`src/rtl/busdemux_pkg.sv`:
```
package busdemux_pkg;
  localparam int NSTEP = 8;
  localparam int CODE_W = 3;
  localparam int ADDR_W = 14;
  localparam int BUS_W = 8;

  typedef enum logic [CODE_W-1:0] {
    ST_WAIT = 3'b000,
    ST_T3   = 3'b001,
    ST_T1   = 3'b010,
    ST_STOP = 3'b011,
    ST_T2   = 3'b100,
    ST_T5   = 3'b101,
    ST_T1I  = 3'b110,
    ST_T4   = 3'b111
  } step_code_e;

  localparam logic [1:0] CT_FETCH = 2'b00;
  localparam logic [1:0] CT_READ  = 2'b10;
  localparam logic [1:0] CT_IO    = 2'b01;
  localparam logic [1:0] CT_WRITE = 2'b11;
endpackage

```
`src/rtl/step_decoder.sv`:
```
module step_decoder
  import busdemux_pkg::*;
(
  input  logic [CODE_W-1:0] st_code,
  output logic [NSTEP-1:0]  step_oh
);
  // One output line per code value; the code value is the bit index.
  for (genvar g = 0; g < NSTEP; g++) begin : g_dec
    assign step_oh[g] = (st_code == CODE_W'(g));
  end
endmodule

```
`src/rtl/bus_capture.sv`:
```
module bus_capture
  import busdemux_pkg::*;
(
  input  logic              clk,
  input  logic              rst_n,
  input  logic              sync_in,
  input  logic [BUS_W-1:0]  bus_in,
  input  logic              intr_in,
  input  logic              is_t1,
  input  logic              is_t1i,
  input  logic              is_t2,
  input  logic              is_stop,
  input  logic              is_wait,
  output logic [ADDR_W-1:0] addr_out,
  output logic [1:0]        cyc_type,
  output logic              intack,
  output logic              halted
);
  localparam int HI_W = ADDR_W - BUS_W;

  logic lo_en, hi_en;
  assign lo_en = sync_in & (is_t1 | is_t1i);
  assign hi_en = sync_in & is_t2;

  always_ff @(posedge clk or negedge rst_n) begin
    if (!rst_n) begin
      addr_out <= '0;
      cyc_type <= CT_FETCH;
    end else begin
      if (lo_en) addr_out[BUS_W-1:0] <= bus_in;
      if (hi_en) begin
        addr_out[ADDR_W-1:BUS_W] <= bus_in[HI_W-1:0];
        cyc_type                 <= bus_in[BUS_W-1:BUS_W-2];
      end
    end
  end

  always_ff @(posedge clk or negedge rst_n) begin
    if (!rst_n) begin
      intack <= 1'b0;
      halted <= 1'b0;
    end else begin
      if (sync_in && is_t1i)     intack <= 1'b1;
      else if (sync_in && is_t1) intack <= 1'b0;
      if (intr_in)                 halted <= 1'b0;
      else if (sync_in && is_stop) halted <= 1'b1;
    end
  end

  a_r2_lo_capture: assert property (@(posedge clk) disable iff (!rst_n)
    (sync_in && (is_t1 || is_t1i)) |=> (addr_out[BUS_W-1:0] == $past(bus_in)));
  a_r3_hi_capture: assert property (@(posedge clk) disable iff (!rst_n)
    (sync_in && is_t2) |=> (addr_out[ADDR_W-1:BUS_W] == $past(bus_in[HI_W-1:0])));
  a_r9_wait_hold: assert property (@(posedge clk) disable iff (!rst_n)
    is_wait |=> $stable(addr_out) && $stable(cyc_type));
  a_r8_intr_clears: assert property (@(posedge clk) disable iff (!rst_n)
    intr_in |=> !halted);
  a_r7_ack_set: assert property (@(posedge clk) disable iff (!rst_n)
    (sync_in && is_t1i) |=> intack);
endmodule

```
`src/rtl/strobe_wait.sv`:
```
module strobe_wait
  import busdemux_pkg::*;
#(
  parameter int WAIT_CYCLES = 2
) (
  input  logic       clk,
  input  logic       rst_n,
  input  logic       sync_in,
  input  logic       is_t3,
  input  logic       is_wait,
  input  logic       is_t4,
  input  logic       is_t5,
  input  logic [1:0] cyc_type,
  output logic       rd_stb,
  output logic       wr_stb,
  output logic       ready_out
);
  localparam int CW = (WAIT_CYCLES < 1) ? 1 : $clog2(WAIT_CYCLES + 1);

  logic data_step, mem_cycle;
  assign data_step = is_t3 | is_wait;
  assign mem_cycle = (cyc_type != CT_IO);

  assign rd_stb = data_step & ~cyc_type[0];
  assign wr_stb = data_step & (cyc_type == CT_WRITE);

  logic [CW-1:0] wcnt;

  if (WAIT_CYCLES > 0) begin : g_wait
    always_ff @(posedge clk or negedge rst_n) begin
      if (!rst_n)                            wcnt <= '0;
      else if (sync_in && is_t3 && mem_cycle) wcnt <= CW'(WAIT_CYCLES);
      else if (wcnt != '0)                   wcnt <= wcnt - 1'b1;
    end
  end else begin : g_nowait
    assign wcnt = '0;
  end

  assign ready_out = (wcnt == '0);

  a_r6_no_strobe_exec: assert property (@(posedge clk) disable iff (!rst_n)
    (is_t4 || is_t5) |-> (!rd_stb && !wr_stb));
  a_r10_wait_starts: assert property (@(posedge clk) disable iff (!rst_n)
    (sync_in && is_t3 && mem_cycle && (WAIT_CYCLES > 0)) |=> !ready_out);
  a_r10_io_nowait: assert property (@(posedge clk) disable iff (!rst_n)
    (sync_in && is_t3 && !mem_cycle && ready_out) |=> ready_out);
  a_r5_excl: assert property (@(posedge clk) disable iff (!rst_n)
    !(rd_stb && wr_stb));
endmodule

```
`src/rtl/busdemux_top.sv`:
```
module busdemux_top
  import busdemux_pkg::*;
#(
  parameter int WAIT_CYCLES = 2
) (
  input  logic        clk,
  input  logic        rst_n,
  input  logic [2:0]  st_code,
  input  logic        sync_in,
  input  logic [7:0]  bus_in,
  input  logic        intr_in,
  output logic [7:0]  step_oh,
  output logic [13:0] addr_out,
  output logic [1:0]  cyc_type,
  output logic        rd_stb,
  output logic        wr_stb,
  output logic        ready_out,
  output logic        intack,
  output logic        halted
);
  step_decoder u_dec (
    .st_code (st_code),
    .step_oh (step_oh)
  );

  bus_capture u_cap (
    .clk      (clk),
    .rst_n    (rst_n),
    .sync_in  (sync_in),
    .bus_in   (bus_in),
    .intr_in  (intr_in),
    .is_t1    (step_oh[int'(ST_T1)]),
    .is_t1i   (step_oh[int'(ST_T1I)]),
    .is_t2    (step_oh[int'(ST_T2)]),
    .is_stop  (step_oh[int'(ST_STOP)]),
    .is_wait  (step_oh[int'(ST_WAIT)]),
    .addr_out (addr_out),
    .cyc_type (cyc_type),
    .intack   (intack),
    .halted   (halted)
  );

  strobe_wait #(.WAIT_CYCLES(WAIT_CYCLES)) u_stb (
    .clk       (clk),
    .rst_n     (rst_n),
    .sync_in   (sync_in),
    .is_t3     (step_oh[int'(ST_T3)]),
    .is_wait   (step_oh[int'(ST_WAIT)]),
    .is_t4     (step_oh[int'(ST_T4)]),
    .is_t5     (step_oh[int'(ST_T5)]),
    .cyc_type  (cyc_type),
    .rd_stb    (rd_stb),
    .wr_stb    (wr_stb),
    .ready_out (ready_out)
  );

  a_r1_onehot: assert property (@(posedge clk) disable iff (!rst_n)
    $onehot(step_oh));
  a_r6_no_strobe_addr: assert property (@(posedge clk) disable iff (!rst_n)
    (step_oh[int'(ST_T1)] || step_oh[int'(ST_T2)] || step_oh[int'(ST_STOP)])
      |-> (!rd_stb && !wr_stb));
endmodule

```
`config.mk`:
```
export PLATFORM = sky130hd
export DESIGN_NAME = busdemux_top
export DESIGN_NICKNAME = d
export VERILOG_FILES = /design/src/rtl/busdemux_pkg.sv /design/src/rtl/step_decoder.sv /design/src/rtl/bus_capture.sv /design/src/rtl/strobe_wait.sv /design/src/rtl/busdemux_top.sv
export SDC_FILE = /design/constraint.sdc
export NUM_CORES = 1
export LEC_CHECK = 0
export ABC_AREA = 1
export BUFFER_PORTS_ARGS = -buffer_cell sky130_fd_sc_hd__buf_2
export CAP_MARGIN = 10
export CORE_MARGIN = 2
export CORE_UTILIZATION = 30
export DETAILED_ROUTE_END_ITERATION = 8
export HOLD_SLACK_MARGIN = 0.12
export PLACE_DENSITY = 0.56
export SLEW_MARGIN = 20
export SYNTH_ARGS = -nofsm -noshare
export SYNTH_HDL_FRONTEND = slang
export SYNTH_SLANG_ARGS = --single-unit
export TNS_END_PERCENT = 100
```
`constraint.sdc`:
```
create_clock -name clk -period 0.86 [get_ports clk]
set_input_delay 0.129 -clock clk [delete_from_list [all_inputs] [get_ports clk]]
set_output_delay 0.129 -clock clk [all_outputs]
set_load 0.01 [all_outputs]
```
==> summary.md, run 1 <==
| Metric | Value |
|---|---|
| Top post-synthesis cells by area | dfrtp_1 48%, nand2_1 10%, o21ai_2 7.6% |
| Peak Freq | 0.882 GHz |
| Layout Nets | ~200 |
| Worst setup EP type | output pin |
| First-pass GRT wire length | just under 4000 um |
| Crit path capture | ready_out |
| Status | complete, but fails checks |
| Max IR drop VDD | between 0.7 and 0.8 mV |
| CTS max path bufs | 2 |
| Worst Hold Launch | st_code[1] |
| Setup TNS | -2920 ps |
| Setup CP Type | reg2out |
| Failing checks | setup timing |
| Port bufs | 43 |
| Clock-pin slew on the worst setup and hold paths | roughly 100 ps |
| Post-DP HPWL | approximately 1700 um |
| IO Count | between 40 and 50 |
| Row cnt | 21 |
| GPL Wtd Cong | between 0.7 and 0.8 |
| Relative slew margins | a little over two thirds |
| WP data arrival | around 1000 ps |
| Most frequent cells in the layout | 39 x buf_2, 29 x nand2_1, 20 x dfrtp_1, 19 x buf_4, 12 x inv_1 |
| Post-layout util | between 40% and 50% |
| Vias in the first global route | 879 |
| Layout cells sized above 1 | between 40% and 50% |
| Post-synth cell types | 20 |
| Sequential area share after synthesis | between 40% and 50% |
| Antenna Nets Post-Route | 0 |
| Area fraction of the dominant cell type after synthesis | between 40% and 50% |
| Crit. Startpoint | u_stb.wcnt[1]$_DFFE_PN0P_ |
| Syn Inst Count | ~120 |
| Die ar. | about 4000 um^2 |
| Starting Density | roughly 31% |
| Post-route cell area | about 1600 um^2 |
| Min Tclk post-route | ~1100 ps |
| Mapped cell area | ~1000 um^2 |
| 1st-iter DRT viols | 29 |
| #FFs+latches synth | 20 |
| Placed inst area | around 1300 um^2 |
| Syn Area/Cell | a little under 9 um^2 |
| Crit path max fanout | 2 |
| H-tree depth | 1 |
| PnR worst setup slack | -274 ps |
| Post-synthesis net count | ~130 |
| Total track usage | approximately an eighth |
| Flop2flop setup slack | -150 ps |
| CP Launch Type | register |
| Die Wd | about 63 um |
| Grt ovf | 0 |
| TritonCTS clock tree | yes |
| Via count | ~970 |
| Hold Crit Class | in2reg |
| Die H | around 63 um |
| Slew Limit Fails | 0 |
| Initial antenna violation count | 0 |
| Root buffer cell | clkbuf_4 |
| Most common cell after layout, fill and taps aside | buf_2 |
| Post-synth top area cell | dfrtp_1 |
| Critical R2R Capture | u_stb.wcnt[0]$_DFFE_PN0P_ |
| Clock skew | 0.314 ps |
| YS warnings | 0 |
| RSZ-0062 raised after global routing | true |
| Data required, critical path | roughly 730 ps |
| Final Cycle Share | 132% |
| Routed len/inst | 10.6 um |
| DR pass1 iterations | 4 |
| Origin of the critical flop-to-flop path | u_stb.wcnt[1]$_DFFE_PN0P_ |
| Worst-Margin Slew | between 400 and 500 ps |
| Num CTS Buffers | 3 |
| Leak Pwr | ~0.86 nW |
| Maximum Capacitance Violations | 0 |
| Final Hold Fails | 0 |
| Synthesis-to-finish area growth | 49.7% |
| Num Clock Sinks | 20 |
| Clock Latency Late Sink | 300 ps |
| DRC Markers | 0 |
| Pin count of the biggest net entering global routing | 21 |
| P per Cell Area | roughly 2000 nW/um^2 |
| Drt total wl | approximately 2400 um |
| Via/cell ratio | between 4 and 5 |
| Diodes inserted | 0 |
| Endpoints failing setup | 24 |
| Core area | 3340 um^2 |
| R2R depth | 5 |
[Yosys cell counts]
master and number:
inv_1 16, o21ai_2 9, o21ai_1 1, nand2_1 29, nand3_2 1, nand3_4 1
nor2_1 9, buf_2 2, buf_4 8, a21oi_1 2, nand4_1 9, buf_12 1
xor2_1 1, dfrtp_1 20, ha_1 1, nand2_4 1, clkbuf_1 1, nor2_4 1
inv_2 1, nor3_1 4
[registers in the layout (all words and copies together) (netlist names)]
name / cells
u_cap.addr_out: 14
u_cap.cyc_type: 2
u_cap.halted: 1
u_cap.intack: 1
u_stb.wcnt: 2
[routing by layer]
metal	vias to the layer above	wire length, um	track usage, %
met5	-	0	0
li1	491	-	-
met2	24	1190	20.6
met4	0	42	5.83
met1	448	1070	15.6
met3	5	108	2.52
[worst max-delay path: stages, from the launching register on]
cell,delay [ps]
dfrtp_1,400
inv_2,70
ha_4,140
buf_6,90
[what timing repair did]
item | in CTS | in global routing
gates cloned | 0 | 0
setup buffers | 9 | 4
hold endpoints to repair | 37 | 0
pin swaps | 6 | 3
setup endpoints to repair | 25 | 28
hold buffers | 10 | 0
gates resized for setup | 6 | 12
[area by class of cell]
| cell class | instances | area [um^2] |
|---|---|---|
| clock buffer | 3 | 22.5 |
| fill | 349 | 1780 |
| inverter | 17 | 63.8 |
| multi-input combinational | 69 | 433 |
| sequential | 20 | 500 |
| tap | 46 | 57.6 |
| timing repair buffer | 72 | 483 |
[power by group]
group | switching [W] | internal, W | total (W)
Clock | 0.000273 | 0.000163 | 0.000437
Sequential | 0.000110 | 0.00113 | 0.00124
Combinational | 0.000656 | 0.000771 | 0.00143
[through the flow]
step | std cells | hold slack [ps] | power [W] | worst slack, ps
2_1_floorplan | 118 | -167 | 0.00185 | -83.5
3_3_place_gp | 202 | 97.8 | 0.00216 | -88.3
3_5_place_dp | 202 | 101 | 0.00220 | -110
4_1_cts | 224 | 179 | 0.00297 | -273
5_1_grt | 227 | 180 | 0.00332 | -353
6_report | 227 | 173 | 0.00311 | -274
[how the worst min path moves through the flow]
stage / to / cells after the start / slack, ps
final: u_cap.halted$_DFFE_PN0P_ / 3 / 170
after global placement: u_cap.addr_out[3]$_DFFE_PN0P_ / 1 / 100
after detailed placement: u_cap.addr_out[3]$_DFFE_PN0P_ / 1 / 100
after CTS: u_cap.halted$_DFFE_PN0P_ / 3 / 180
after global routing: u_cap.halted$_DFFE_PN0P_ / 3 / 180
after floorplan: u_cap.addr_out[0]$_DFFE_PN0P_ / 0 / -170
[cell families after synthesis]
family | count (synthesis) | share of synthesized area [%]
AOI/OAI and AO/OA | 12 | 9.00
xor gates and xnor gates | 1 | 0.840
adders and majority gates | 1 | 1.20
buffers and inverters | 29 | 15.1
DFF | 20 | 48.0
and+or+nand+nor | 55 | 25.8
Note: power is estimated with default switching activity, not from simulation.
==> run 2: changes to the inputs <==
--- a/config.mk
+++ b/config.mk
@@ -17,4 +17,4 @@
 export SYNTH_ARGS = -nofsm -noshare
 export SYNTH_HDL_FRONTEND = slang
 export SYNTH_SLANG_ARGS = --single-unit
-export TNS_END_PERCENT = 100
+export TNS_END_PERCENT = 50
==> run 2 against run 1 <==
  * The run still ends with setup timing left
  * Register-to-register slack about the same
  * Worst setup slack got worse by 11 ps
  * Clock skew about the same
  * Fmax decreased by 0.92%
  * Count of clock-buffer cells in the layout unchanged
  * Clock power increased by 79%
  * Utilization decreased by 0.19 points
  * Sequential power about the same
  * Hold slack got worse by 56 ps
  * Sequential share of layout area increased by 0.13 points
  * Combinational power decreased by 5%
  * Die area unchanged
  * Largest cell class unchanged
  * Largest power group unchanged
==> summary.md, run 2 (same netlist as run 1, synthesis figures left out) <==
| Metric | Value |
|---|---|
| Num Clock Sinks | 20 (unchanged) |
| Total track usage | 13.0% (+0.48 points) |
| Endpoints failing setup | 23 (-4.2%) |
| Most frequent cells in the layout | 40 x buf_2, 29 x nand2_1, 20 x dfrtp_1, 13 x inv_1, 13 x buf_4 |
| Worst setup EP type | output pin |
| GPL Wtd Cong | 0.712 (-6.0%) |
| Hold Crit Class | in2reg |
| Final Cycle Share | 133% (+1.2 points) |
| Core area | 3340 um^2 (unchanged) |
| Combinational share of power | 40.1% (-5.8 points) |
| Setup CP Type | reg2out |
| Setup TNS | -3210 ps (-288 ps) |
| Maximum Capacitance Violations | 0 (unchanged) |
| Sw Share | 31.3% (-2.2 points) |
| RSZ-0062 raised after global routing | true |
| Starting Density | 31.2% (unchanged) |
| CTS max path bufs | 2 (unchanged) |
| Die ar. | 3960 um^2 (unchanged) |
| Data required, critical path | 730 ps (about the same) |
| PnR worst setup slack | -285 ps (-10.5 ps) |
| Vias in the first global route | 916 (+4.2%) |
| Clock Latency Late Sink | 310 ps (about the same) |
| Layout cells sized above 1 | 48.3% (-1.4 points) |
| First-pass GRT wire length | 4090 um (+3.9%) |
| Top reg by flops | u_cap.addr_out |
| Antenna Nets Post-Route | 0 (unchanged) |
| IO Count | 44 (unchanged) |
| Design internal power | 0.00233 W (+13%) |
| Leak Pwr | 0.852 nW (-0.47%) |
| Initial antenna violation count | 0 (unchanged) |
| CP Launch Type | register |
| Min Tclk post-route | 1140 ps (+10.5 ps) |
| Clock power share | 23.0% (+8.9 points) |
| Final Hold Fails | 0 (unchanged) |
| Routed len/inst | 11.1 um (+4.4%) |
| WP data arrival | 1020 ps (about the same) |
| 1st-iter DRT viols | 18 (-38%) |
| Max reg flops | 14 (unchanged) |
| Clock-pin slew on the worst setup and hold paths | 120 ps (+20 ps) |
| H-tree depth | 1 (unchanged) |
| P_sw | 0.00106 W (+1.9%) |
| Synthesis-to-finish area growth | 49.1% |
| Placed cell count | 201 (-0.50%) |
| TritonCTS clock tree | yes |
| Diodes inserted | 0 (unchanged) |
| Slew Limit Fails | 0 (unchanged) |
| Seq pwr share | 36.8% (-3.2 points) |
| Port bufs | 43 (unchanged) |
| Failing checks | setup timing |
| P per Cell Area | 2180 nW/um^2 (+9.6%) |
| Layout Nets | 195 (-2.0%) |
| Crit path max fanout | 2 (unchanged) |
| Num CTS Buffers | 3 (unchanged) |
| Clock skew | 0.338 ps (+0.0238 ps) |
| Relative slew margins | 69.9% (-0.29 points) |
| Setup WS pre-CTS | -126 ps (-16.2 ps) |
| Post-DP HPWL | 1730 um (+1.7%) |
| DR pass1 iterations | 4 (unchanged) |
| Grt ovf | 0 (unchanged) |
| Row cnt | 21 (unchanged) |
| Most common cell after layout, fill and taps aside | buf_2 |
| Max IR drop VDD | 0.786 mV (+0.14%) |
| Die H | 62.9 um (unchanged) |
| Worst-Margin Slew | 451 ps (+4.33 ps) |
| Die Wd | 62.9 um (unchanged) |
| Via count | 942 (-2.7%) |
| Via/cell ratio | 4.21 (-1.4%) |
| Pin count of the biggest net entering global routing | 21 (unchanged) |
| DRC Markers | 0 (unchanged) |
| Status | complete, but fails checks |
| Fin cells | 224 (-1.3%) |
| Peak Freq | 0.874 GHz (-0.92%) |
| Root buffer cell | clkbuf_4 |
| Largest registers | u_cap.addr_out x14, u_cap.cyc_type x2, u_stb.wcnt x2 |
| # fillers | 348 (-0.29%) |
| Drt total wl | 2480 um (+3.0%) |
## run 2: power by group through the flow
| stage | combinational (W) | clock (W) | sequential (W) |
|---|---|---|---|
| after floorplan | 0.000528 | 0 | 0.00133 |
| after global placement | 0.000908 | 0 | 0.00126 |
| after detailed placement | 0.000935 | 0 | 0.00127 |
| after CTS | 0.00111 | 0.000805 | 0.00125 |
| after global routing | 0.00149 | 0.000846 | 0.00127 |
| final | 0.00136 | 0.000781 | 0.00125 |
## run 2: layer usage
metal  track usage (%)  up-vias  part of all wire [%]
li1                  -      487                     -
met1              16.6      425                    44
met2              21.5       26                    50
met3              2.52        4                   4.5
met4              5.00        0                   1.5
met5                 0        -                     0
## run 2: worst paths after layout
path / start / end / slack, ps / depth (start not counted)
max in group asynchronous: rst_n / u_cap.addr_out[10]$_DFFE_PN0P_ / 260 / 2
max reg2reg: u_stb.wcnt[0]$_DFFE_PN0P_ / u_stb.wcnt[1]$_DFFE_PN0P_ / -160 / 6
max: u_stb.wcnt[0]$_DFFE_PN0P_ / ready_out / -280 / 3
min: st_code[1] / u_cap.halted$_DFFE_PN0P_ / 120 / 3
min in group asynchronous: rst_n / u_cap.addr_out[7]$_DFFE_PN0P_ / 300 / 2
min reg2reg: u_cap.addr_out[12]$_DFFE_PN0P_ / u_cap.addr_out[12]$_DFFE_PN0P_ / 490 / 2
## run 2: cell type report
| type | instances | area, um^2 | share of cell area [%] |
|---|---|---|---|
| Clock buffer | 3 | 22.5 | 1.45 |
| Clock inverter | 1 | 30.0 | 1.93 |
| Inverter | 17 | 63.8 | 4.11 |
| Multi-Input combinational cell | 69 | 425 | 27.4 |
| Sequential cell | 20 | 500 | 32.2 |
| Tap cell | 46 | 57.6 | 3.70 |
| Timing Repair Buffer | 68 | 454 | 29.2 |
## run 2: timing repair
action | CTS | global route
hold endpoints to repair | 37 | 0
pin swaps | 3 | 4
hold buffers | 10 | 0
gates resized for setup | 4 | 11
buffers inserted | 5 | 5
cloned | 0 | 0
setup endpoints to repair | 26 | 28
## run 2: stage by stage
stage	utilization (%)	power [W]	hold slack, ps	cell area [um^2]
floorplan	-	0.00186	-167	1050
global placement	38.3	0.00217	95.9	1280
detailed placement	38.3	0.00221	108	1280
CTS	44.4	0.00317	130	1480
global route	46.6	0.00361	123	1550
finish	46.6	0.00339	117	1550
## run 2: worst max-delay path: stages (launching register included)
cell and delay (ps):
dfrtp_1 410, inv_2 70, ha_4 140, buf_6 90
==> run 3: changes to the inputs <==
--- a/config.mk
+++ b/config.mk
@@ -8,11 +8,13 @@
 export ABC_AREA = 1
 export BUFFER_PORTS_ARGS = -buffer_cell sky130_fd_sc_hd__buf_2
 export CAP_MARGIN = 10
+export CELL_PAD_IN_SITES_DETAIL_PLACEMENT = 1
+export CELL_PAD_IN_SITES_GLOBAL_PLACEMENT = 1
 export CORE_MARGIN = 2
 export CORE_UTILIZATION = 30
 export DETAILED_ROUTE_END_ITERATION = 8
 export HOLD_SLACK_MARGIN = 0.12
-export PLACE_DENSITY = 0.56
+export PLACE_DENSITY = 0.74
 export SLEW_MARGIN = 20
 export SYNTH_ARGS = -nofsm -noshare
 export SYNTH_HDL_FRONTEND = slang
==> run 3 against run 2 <==
  * The flow still finishes with violations (setup timing)
  * First-iteration DRC count rose by 67%
  * Power is 7.1% lower
  * Register-to-register slack worse by 20 ps
  * Combinational power down 18%
  * Largest cell class unchanged
==> summary.md, run 3 (same netlist as run 1, synthesis figures left out) <==
| Metric | Value |
|---|---|
| H-tree depth | 1 (unchanged) |
| Leak Pwr | 0.834 nW (-2.1%) |
| Sw Share | 31.2% (-0.087 points) |
| Data required, critical path | 730 ps (about the same) |
| Critical path's largest stage delay | 410 ps (about the same) |
| Routed wl met3 | 129 um (+16%) |
| Most common cell after layout, fill and taps aside | buf_2 |
| Slew Limit Fails | 0 (unchanged) |
| Clock skew | 4.53 ps (+4.20 ps) |
| WP data arrival | 1010 ps (about the same) |
| 1st-iter DRT viols | 30 (+12) |
| CP max-delay cell | dfrtp_1 |
| Via count | 984 (+4.5%) |
| Origin of the critical flop-to-flop path | u_stb.wcnt[0]$_DFFE_PN0P_ |
| Max reg flops | 14 (unchanged) |
| Largest registers | u_cap.addr_out x14, u_cap.cyc_type x2, u_stb.wcnt x2 |
| Combinational share of power | 35.7% (-4.4 points) |
| Total power | 0.00315 W (-7.1%) |
| Post-layout util | 45.4% (-1.1 points) |
| Initial antenna violation count | 0 (unchanged) |
| Setup CP Type | reg2out |
| Max IR drop VDD | 0.893 mV (+14%) |
| Routed len/inst | 11.9 um (+7.5%) |
| Pin count of the biggest net entering global routing | 21 (unchanged) |
| Maximum Capacitance Violations | 0 (unchanged) |
| Status | complete, but fails checks |
| CTS max path bufs | 2 (unchanged) |
| Synthesis-to-finish area growth | 45.5% |
| P per Cell Area | 2080 nW/um^2 (-4.8%) |
| Cell chain of the critical path | inv_2 > ha_4 > buf_6 |
| IO Count | 44 (unchanged) |
| Most frequent cells in the layout | 39 x buf_2, 28 x nand2_1, 20 x dfrtp_1, 13 x inv_1, 13 x buf_4 |
| Row cnt | 21 (unchanged) |
| Clock-pin slew on the worst setup and hold paths | 120 ps (about the same) |
| CP Launch Type | register |
| Final Cycle Share | 133% (-0.35 points) |
| Placed cell count | 201 (unchanged) |
| Grt ovf | 0 (unchanged) |
| Post-DP HPWL | 1910 um (+10%) |
| First-pass GRT wire length | 4400 um (+7.4%) |
| Flop2flop setup slack | -180 ps (-20 ps) |
| Die Wd | 62.9 um (unchanged) |
| Clock power share | 24.8% (+1.8 points) |
| PnR worst setup slack | -282 ps (+3.05 ps) |
| Antenna Nets Post-Route | 0 (unchanged) |
| RSZ-0062 raised after global routing | true |
| Layout Nets | 192 (-1.5%) |
| Starting Density | 31.2% (unchanged) |
| Hold Crit Class | in2reg |
| Port bufs | 43 (unchanged) |
| TritonCTS clock tree | yes |
| Fin cells | 221 (-1.3%) |
| R2R depth | 6 (unchanged) |
| Worst-Margin Slew | 465 ps (+14.0 ps) |
| Seq pwr share | 39.5% (+2.7 points) |
| Root buffer cell | clkbuf_4 |
| DRC Markers | 0 (unchanged) |
| Min Tclk post-route | 1140 ps (-3.05 ps) |
| Num Clock Sinks | 20 (unchanged) |
| DR pass1 iterations | 4 (unchanged) |
| Min-Delay Path Depth | 3 (unchanged) |
| Relative slew margins | 69.0% (-0.93 points) |
| Core area | 3340 um^2 (unchanged) |
| Post-route cell area | 1520 um^2 (-2.4%) |
| Design internal power | 0.00217 W (-7.0%) |
| Peak Freq | 0.876 GHz (+0.27%) |
| Crit path capture | ready_out |
| Clock Latency Late Sink | 300 ps (about the same) |
| Diodes inserted | 0 (unchanged) |
| Endpoints failing setup | 23 (unchanged) |
| Die H | 62.9 um (unchanged) |
| P_sw | 0.000982 W (-7.3%) |
| Layout cells sized above 1 | 46.3% (-2.0 points) |
| Crit. Startpoint | u_stb.wcnt[0]$_DFFE_PN0P_ |
| Met1 WL | 1140 um (+5.0%) |
| Vias in the first global route | 946 (+3.3%) |
| Failing checks | setup timing |
| Drt total wl | 2630 um (+6.0%) |
| Via/cell ratio | 4.45 (+5.9%) |
| Worst setup EP type | output pin |
| Critical R2R Capture | u_stb.wcnt[1]$_DFFE_PN0P_ |
| Uppermost layer routed | met4 |
| Die ar. | 3960 um^2 (unchanged) |
| Top reg by flops | u_cap.addr_out |
| Num CTS Buffers | 3 (unchanged) |
| Setup WS pre-CTS | -124 ps (+2.09 ps) |
| Placed inst area | 1280 um^2 (unchanged) |
| Final Hold Fails | 0 (unchanged) |
| GPL Wtd Cong | 0.726 (+2.0%) |
| Routed wl met2 | 1350 um (+8.3%) |
| Total track usage | 13.8% (+0.76 points) |
| Crit path max fanout | 2 (unchanged) |
[run 3: cell types whose count changed in the layout (fill, tap and decap cells not counted), sizes merged]
| cell | before | now |
|---|---|---|
| clkbuf | 3 | 4 |
| buf | 58 | 54 |
[run 3: metal layers]
metal	global-route usage (%)	up-vias
li1	-	479
met1	17.3	477
met2	23.9	26
met3	2.34	2
met4	4.17	0
met5	0	-
[run 3: area by class of cell]
| cell class | instances | area [um^2] |
|---|---|---|
| clock buffer | 3 | 22.5 |
| fill | 422 | 1820 |
| multi-input combinational | 69 | 417 |
| sequential | 20 | 500 |
| timing repair buffer | 65 | 423 |
| tap | 46 | 57.6 |
| clock inverter | 1 | 30.0 |
| inverter | 17 | 66.3 |
[run 3: metrics by stage]
stage | hold WS (ps) | setup TNS (ps)
finish | 145 | -3150
global route | 168 | -4290
CTS | 143 | -3560
detailed placement | 110 | -1140
global placement | 99.4 | -820
floorplan | -167 | -132
[run 3: what timing repair did]
| action | CTS | global route |
|---|---|---|
| resized for setup | 4 | 8 |
| hold buffers | 10 | 0 |
| gates cloned | 0 | 0 |
| hold endpoints to repair | 37 | 0 |
| endpoints found under the setup margin | 26 | 30 |
| setup buffers | 4 | 2 |
| pin swaps | 4 | 3 |
[run 3: worst min path at each step]
stage                     startpoint                            end  slack [ps]
after floorplan                rst_n  u_cap.addr_out[0]$_DFFE_PN0P_        -170
after global placement         rst_n  u_cap.addr_out[2]$_DFFE_PN0P_         100
after detailed placement       rst_n  u_cap.addr_out[5]$_DFFE_PN0P_         110
after CTS                    sync_in      u_stb.wcnt[1]$_DFFE_PN0P_         140
after global routing         sync_in      u_stb.wcnt[1]$_DFFE_PN0P_         170
final                        sync_in      u_stb.wcnt[1]$_DFFE_PN0P_         140
[run 3: critical path: cells and delay by family (launching register included)]
kind | cells | cell delay (ps)
buffers and inverters | 2 | 160
DFF | 1 | 410
adders and majority gates | 1 | 130
[run 3: power by group through the flow]
stage / registers, W / logic (W) / clock network [W]
finish: 0.00124 / 0.00112 / 0.000782
global route: 0.00127 / 0.00126 / 0.000842
CTS: 0.00125 / 0.00110 / 0.000804
detailed placement: 0.00127 / 0.000958 / 0
global placement: 0.00126 / 0.000909 / 0
floorplan: 0.00133 / 0.000528 / 0
